$ cat src/rtl/dm_pkg.sv
package dm_pkg;
  // Control field layout, bit 3 down to bit 0.
  typedef struct packed {
    logic oe;      // buffer register onto data bus (reads only)
    logic wr;      // 1 = write, 0 = read
    logic buf_ld;  // buffer register load from data bus
    logic adr_ld;  // address register load from address bus
  } dm_ctl_t;

  localparam int CTL_W = $bits(dm_ctl_t);
endpackage

$ cat src/rtl/dm_cmd_stage.sv
module dm_cmd_stage
  import dm_pkg::*;
#(
  parameter int DATA_W = 16
) (
  input  logic              clk,
  input  logic              rst_n,
  input  logic              ph1_i,
  input  dm_ctl_t           ctl_i,
  input  logic [DATA_W-1:0] data_i,
  input  logic [DATA_W-1:0] addr_i,
  output logic              pend_vld,
  output dm_ctl_t           pend_ctl,
  output logic [DATA_W-1:0] pend_data,
  output logic [DATA_W-1:0] pend_addr,
  output logic              exec_fire
);
  always_ff @(posedge clk) begin
    if (!rst_n) begin
      pend_vld  <= 1'b0;
      pend_ctl  <= '0;
      pend_data <= '0;
      pend_addr <= '0;
    end else if (ph1_i) begin
      pend_vld  <= 1'b1;
      pend_ctl  <= ctl_i;
      pend_data <= data_i;
      pend_addr <= addr_i;
    end else begin
      pend_vld  <= 1'b0;
    end
  end

  // The held command is carried out in the phase-0 interval after capture.
  assign exec_fire = pend_vld && !ph1_i;
endmodule

$ cat src/rtl/dm_array.sv
module dm_array #(
  parameter int DATA_W = 16,
  parameter int DEPTH  = 64,
  localparam int IDX_W = $clog2(DEPTH)
) (
  input  logic              clk,
  input  logic              rst_n,
  input  logic              we,
  input  logic [IDX_W-1:0]  idx,
  input  logic [DATA_W-1:0] wdata,
  output logic [DATA_W-1:0] rdata
);
  logic [DATA_W-1:0] words [DEPTH];

  always_ff @(posedge clk) begin
    if (!rst_n) begin
      for (int i = 0; i < DEPTH; i++) words[i] <= '0;
    end else if (we) begin
      words[idx] <= wdata;
    end
  end

  assign rdata = words[idx];
endmodule

$ cat src/rtl/dm_bus_drive.sv
module dm_bus_drive #(
  parameter int DATA_W = 16
) (
  input  logic              clk,
  input  logic              rst_n,
  input  logic              ph1_i,
  input  logic              arm,
  input  logic [DATA_W-1:0] data,
  output logic [DATA_W-1:0] bus_o
);
  logic drive_q;

  always_ff @(posedge clk) begin
    if (!rst_n)      drive_q <= 1'b0;
    else if (!ph1_i) drive_q <= arm;
    else             drive_q <= 1'b0;
  end

  // Zero when idle so the bus can OR all sources together.
  assign bus_o = (ph1_i && drive_q) ? data : '0;
endmodule

$ cat src/rtl/dm_mem_unit.sv
module dm_mem_unit
  import dm_pkg::*;
#(
  parameter int DATA_W = 16,
  parameter int DEPTH  = 64,
  localparam int IDX_W = $clog2(DEPTH)
) (
  input  logic              clk,
  input  logic              rst_n,
  input  logic              ph1_i,
  input  logic [3:0]        ctl_i,
  input  logic [DATA_W-1:0] bus1_i,
  input  logic [DATA_W-1:0] bus2_i,
  output logic [DATA_W-1:0] bus1_o
);
  function automatic logic [IDX_W-1:0] wrap_idx(input logic [DATA_W-1:0] a);
    logic [DATA_W-1:0] m;
    m = a % DATA_W'(DEPTH);
    return m[IDX_W-1:0];
  endfunction

  function automatic logic [DATA_W-1:0] pick_buf(
    input logic rd, input logic ld,
    input logic [DATA_W-1:0] arr, input logic [DATA_W-1:0] bus,
    input logic [DATA_W-1:0] held);
    if (rd)      return arr;
    else if (ld) return bus;
    else         return held;
  endfunction

  dm_ctl_t           ctl_in;
  logic              pend_vld;
  dm_ctl_t           pend_ctl;
  logic [DATA_W-1:0] pend_data;
  logic [DATA_W-1:0] pend_addr;
  logic              exec_fire;
  logic              rd_fire;
  logic              wr_fire;
  logic              arm_drive;
  logic [IDX_W-1:0]  idx;
  logic [DATA_W-1:0] rdata;
  logic [DATA_W-1:0] mbr_nxt;
  logic [DATA_W-1:0] mar_q;
  logic [DATA_W-1:0] mbr_q;

  assign ctl_in = dm_ctl_t'(ctl_i);

  dm_cmd_stage #(.DATA_W(DATA_W)) u_cmd (
    .clk(clk), .rst_n(rst_n), .ph1_i(ph1_i),
    .ctl_i(ctl_in), .data_i(bus1_i), .addr_i(bus2_i),
    .pend_vld(pend_vld), .pend_ctl(pend_ctl),
    .pend_data(pend_data), .pend_addr(pend_addr),
    .exec_fire(exec_fire)
  );

  assign rd_fire   = exec_fire && pend_ctl.adr_ld && !pend_ctl.wr;
  assign wr_fire   = exec_fire && pend_ctl.adr_ld &&  pend_ctl.wr;
  assign arm_drive = exec_fire && pend_ctl.oe && !pend_ctl.wr;
  assign idx       = wrap_idx(pend_addr);
  assign mbr_nxt   = pick_buf(rd_fire, pend_ctl.buf_ld, rdata, pend_data, mbr_q);

  dm_array #(.DATA_W(DATA_W), .DEPTH(DEPTH)) u_arr (
    .clk(clk), .rst_n(rst_n), .we(wr_fire), .idx(idx),
    .wdata(mbr_nxt), .rdata(rdata)
  );

  always_ff @(posedge clk) begin
    if (!rst_n) begin
      mar_q <= '0;
      mbr_q <= '0;
    end else if (exec_fire) begin
      if (pend_ctl.adr_ld) mar_q <= pend_addr;
      mbr_q <= mbr_nxt;
    end
  end

  dm_bus_drive #(.DATA_W(DATA_W)) u_drv (
    .clk(clk), .rst_n(rst_n), .ph1_i(ph1_i),
    .arm(arm_drive), .data(mbr_q), .bus_o(bus1_o)
  );
endmodule

$ cat config.mk
export PLATFORM = sky130hd
export DESIGN_NAME = dm_mem_unit
export DESIGN_NICKNAME = d
export VERILOG_FILES = /design/src/rtl/dm_pkg.sv /design/src/rtl/dm_cmd_stage.sv /design/src/rtl/dm_array.sv /design/src/rtl/dm_bus_drive.sv /design/src/rtl/dm_mem_unit.sv
export SDC_FILE = /design/constraint.sdc
export NUM_CORES = 2
export LEC_CHECK = 0
export ABC_AREA = 0
export BUFFER_PORTS_ARGS = -buffer_cell sky130_fd_sc_hd__buf_4
export CORE_ASPECT_RATIO = 0.6
export CORE_MARGIN = 2
export CORE_UTILIZATION = 55
export DETAILED_ROUTE_END_ITERATION = 10
export PLACE_DENSITY = 0.73
export SYNTH_ARGS = -nofsm -noshare
export SYNTH_HDL_FRONTEND = slang
export SYNTH_SLANG_ARGS = --single-unit
$ cat constraint.sdc
create_clock -name clk -period 3.6 [get_ports clk]
set_clock_uncertainty 0.05 [all_clocks]
set_input_delay 0.72 -clock clk [delete_from_list [all_inputs] [get_ports clk]]
set_output_delay 0.72 -clock clk [all_outputs]
set_load 0.03 [all_outputs]
# Word-level counts from Yosys, hierarchy flattened

Memory sizes are Yosys's and may differ from the RTL's. A register that Yosys moved wholly into a read port is not among the register bits.
Cells that the tools add are included.

Output and inout bits: 16
Flip-flop bits (word level): 44
Bits in writable memories: 1,024
Memories: 1
Word-level logic and storage cells: 35
Bits of input ports: 39

Memories:

| memory      | depth | width | read ports | clocked after memory_dff | wr ports | RTL line       | RTL |
|---|---|---|---|---|---|---|---|
| u_arr.words | 64    | 16    | 1          | 1                        | 64       | dm_array.sv:13 | `logic [DATA_W-1:0] words [DEPTH];` |

Mux-type cells: 13
Reduce and logical (&&, ||, !) cells: 11
Bitwise logic cells: 1

Operator list:

| cell                | number |
|---|---|
| two-way mux 16 bit  | 4 |
| two-way mux 6 bit   | 3 |
| OR reduction 16 bit | 1 |
| logical AND 1 bit   | 7 |
| two-way mux 1 bit   | 6 |
| zero test 1 bit     | 2 |
| OR reduction 2 bit  | 1 |
| inverter 1 bit      | 1 |

# Depth between registers and ports, before layout

Depth after elaboration: 9
Depth in mapped cells: 11
Depth with buffers taken out: 6

# Modules after synthesis

A second synthesis with hierarchy kept.

Cells, all modules: 3,836
Area, all modules: 49,446.2 sq um

By module, submodules not included:

| module       | seq. area each (sq um) | cells an instance | times used | area each (sq um) |
|---|---|---|---|---|
| dm_array     | 30,749.5               | 3,570             | 1          | 46,823.7 |
| dm_cmd_stage | 740.7                  | 118               | 1          | 1,396.3 |
| dm_mem_unit  | 320.3                  | 128               | 1          | 1,072.3 |
| dm_bus_drive | 20.0                   | 20                | 1          | 153.9 |

# Least setup slack after synthesis

No wires, ideal clock.

Kind: input to register
Start: input ph1_i
End: memory u_arr.words[27][0] (enable)
Setup time: 0.372 ns
Arrival: 2.448 ns
Stages on the path: 8
Required time: 3.178 ns
Path slack: 0.730 ns
Path through: and2b_1 > nand4_1 > or2_1 > buf_2 > nor2_2 > nand2_2 > buf_2 > nand2_1

RTL lines:

| item        | RTL line          | RTL |
|---|---|---|
| from (decl) | dm_mem_unit.sv:10 | `input logic ph1_i,` |
| to (decl)   | dm_array.sv:13    |  |

==> flow_summary_export.csv <==
group,metric,value,unit
logic_synthesis,synth_cells,3402,
power,cellLeakagePower,17.3,nW
place,dpl.hpwl,83300,µm
clock_network,clk_latency,0.69,ns
logic_synthesis,synth_edf_count,1024,
layout,drive_gt1_frac,0.196,
drt,wl_met2,54600,µm
floorplan,rows,83,
grt,grt_pass1_wl,190000,µm
clock_network,numClockSinks,1074,
drt,drcViolationCount,0,
clock_network,cts_tree,"built",
clock_network,cts_hold_buf,0,
power,internal-power,20.4,mW
grt,grt_pass1_vias,28200,
setup_path,cp_data_required_time,4.13,ns
layout,fin_nets,3505,
logic_synthesis,synthArstFlopShare,0,
clock_network,numCtsBuffers,95,
drt,finalWirelength,129000,µm
drt,top_layer,"met4",
logic_synthesis,synth_top_cell_by_area,"edfxtp_1",
sta,tns,0,ns
setup_path,path_buf_inv,2,
logic_synthesis,yosys_most_used_dff,"edfxtp_1",
power,clockPowerShare,0.391,
min_path,min_path_type,"in -> reg",
setup_path,worst_setup_path_end_kind,"flip-flop",
logic_synthesis,synth_warnings,0,
clock_network,cts_buffer_depth,3,
flow_run,drv_cap,0,
clock_network,cts_resized,0,
place,finalWeightedCongestion,0.951,
logic_synthesis,synth_seq_area_share,0.674,
drt,drt_iter0_markers,4583,
setup_path,path_cells,"buf_12 -> buf_12 -> mux4_2 -> o21ai_0 -> nand4b_1 -> a211oi_2 -> a21oi_1",
grt,grt_max_degree,85,
drt,vias,29600,
setup_path,start_kind,"flip-flop",
floorplan,die_height,231,µm
grt,track_usage,0.296,
drt,avgRoutedWirePerCell,27.6,µm
setup_path,worstSetupPathType,"reg -> reg",
sta,setup-violations-final,0,
sta,hold_viol_final,0,
logic_synthesis,synth-seq-cells,1074,
setup_path,crit_path_frequent_cell,"buf_12",
clock_network,root_buffer,"clkbuf_16",
setup_path,cpMaxStageDelayCell,"o21ai_0",
logic_synthesis,ys_types,51,
sta,slew_headroom,0.300,
logic_synthesis,synth_top_area_share,0.653,
layout,area_delta_synth_final,11.1,%
floorplan,initial_core_util,0.553,
clock_network,cts.htree.levels,3,
sta,rsz0062_at_grt,"false",
layout,antenna_cells,0,
logic_synthesis,synth_top_cells_by_area,"edfxtp_1 (65%), mux4_2 (8.3%), nor2_1 (8.2%)",
layout,layout.core_utilization,0.615,
drt,drt_pre_antenna_iters,6,
sta,max_freq,333,MHz
power,powerDensity,503,mW/mm²
sta,layout_min_cycle_time,3.00,ns
drt,antenna_left,0,
floorplan,ios,55,
outcome,status,"finished, final reports clean",
logic_synthesis,syn_area_per_cell,13.8,µm²
power,vdd_drop_max,0.443,mV
setup_path,critPathTopFamily,"compound AO/OA/AOI/OAI gates",
power,pwr-share-comb,0.068,
sta,worstMarginPinSlew,1.04,ns
drt,wl_met1,51400,µm
logic_synthesis,synth_common_cells,"nor2_1 (1028), edfxtp_1 (1024), mux2i_1 (205)",
logic_synthesis,yosysMostFrequentCell,"nor2_1",
clock_network,cts.clk_slew.worst_paths,0.07,ns
grt,overflow,0,
floorplan,die_x,382,µm
drt,via_per_inst,6.31,
sta,finalCritPeriodShare,0.834,
power,p_seq_frac,0.541,
power,power_switching,5.89,mW
power,p_sw_frac,0.224,
setup_path,cp_slowest_stage_delay,0.59,ns
drt,wl_met3,19200,µm
setup_path,crit_fanout,47,
logic_synthesis,syn_area,0.0471,mm²
place,numPortBuffers,44,
clock_network,postCtsSetupRepairBufs,0,
grt,antenna_found_initial,2,
floorplan,core_area,0.0852,mm²
setup_path,critPathArrivalTime,3.53,ns
sta,slew_viol_final,0,
logic_synthesis,syn_nets,3441,
floorplan,die_area,0.0881,mm²
[stage by stage]
| step | std cells | hold WS [ns] | cell area (µm²) | setup WS, ns | power [mW] |
|---|---|---|---|---|---|
| floorplan | 3402 | 0.378 | 47100 | 0.730 | 15.6 |
| global placement | 4516 | 0.408 | 49300 | 0.517 | 16.2 |
| detailed placement | 4516 | 0.413 | 49300 | 0.496 | 16.2 |
| CTS | 4687 | 0.217 | 52300 | 0.664 | 26.3 |
| global route | 4687 | 0.267 | 52300 | 0.575 | 26.9 |
| finish | 4687 | 0.248 | 52300 | 0.599 | 26.3 |
[cells in the final DEF (no fill, tap or decap), types with 3 or more instances in the layout]
cell type / Yosys / final
nor2_1: 1028 / 1026
edfxtp_1: 1024 / 1024
buf_4: 5 / 247
mux2i_1: 205 / 205
mux4_2: 174 / 174
nand2_1: 148 / 148
clkbuf_16: 0 / 97
nand2_2: 64 / 64
a21oi_1: 49 / 49
o21ai_0: 49 / 49
dfxtp_1: 50 / 46
a221oi_1: 45 / 45
nor2b_1: 45 / 43
a22oi_1: 36 / 36
o21ai_1: 28 / 28
clkbuf_1: 88 / 25
buf_12: 6 / 22
nand3_1: 20 / 20
and3_1: 18 / 18
clkinv_2: 0 / 17
a211oi_4: 3 / 16
a22o_1: 15 / 15
nand4b_1: 15 / 15
mux2_2: 15 / 15
clkinv_1: 0 / 14
a211oi_1: 12 / 11
bufinv_16: 0 / 11
nand2b_1: 6 / 6
nor2_2: 6 / 6
clkinvlp_4: 0 / 6
a211oi_2: 16 / 4
nor3b_1: 3 / 3
dfxtp_4: 0 / 3
[worst paths after layout]
| kind | startpoint | endpoint | slack (ns) | depth (start not counted) |
|---|---|---|---|---|
| worst max-delay path | flip-flop | mbr_q[13] | 0.60 | 7 |
| worst min-delay path | ctl_i[0] | u_cmd.pend_ctl[0] | 0.25 | 3 |
| worst max register to register | flip-flop | mbr_q[13] | 0.60 | 7 |
| worst min register to register | mbr_q[8] | mbr_q[8] | 0.43 | 2 |
[logic make-up after synthesis]
group,share of synthesized area
compound gates,0.0387
buf+inv,0.0357
flops,0.674
mux,0.130
simple gates,0.121
[flip-flops by register name (all words and copies together), names as in the netlist, named ones only]
signal	count
mbr_q	16
u_arr.words	1024
u_cmd.pend_addr	6
u_cmd.pend_ctl	4
u_cmd.pend_data	16
u_cmd.pend_vld	1
u_drv.drive_q	1
[metal layers]
metal,up-vias,track usage
met5,-,0
met4,0,0.0951
met3,248,0.0980
met2,1978,0.409
met1,14900,0.445
li1,12400,-
[tightest hold or removal path, cell delays in order]
cell and delay, ns:
buf_4 0.08, mux2i_1 0.05, nor2b_1 0.09
[cell type report]
| class | count | area [µm²] |
|---|---|---|
| Timing Repair Buffer | 269 | 2290 |
| Tap cell | 1147 | 1440 |
| Multi-Input combinational cell | 2024 | 13800 |
| Clock inverter | 49 | 522 |
| Fill cell | 6387 | 32800 |
| Sequential cell | 1074 | 31800 |
| Inverter | 2 | 7.51 |
| Clock buffer | 122 | 2520 |
[power by group through the flow]
stage               Sequential (mW)  Combinational [mW]  Clock, mW
global placement               14.5                1.73          0
detailed placement             14.5                1.76          0
floorplan                      14.4                1.15          0
finish                         14.2                1.80       10.3
global route                   14.3                1.88       10.8
CTS                            14.2                1.76       10.3
Note: power is estimated with default switching activity, not from simulation.
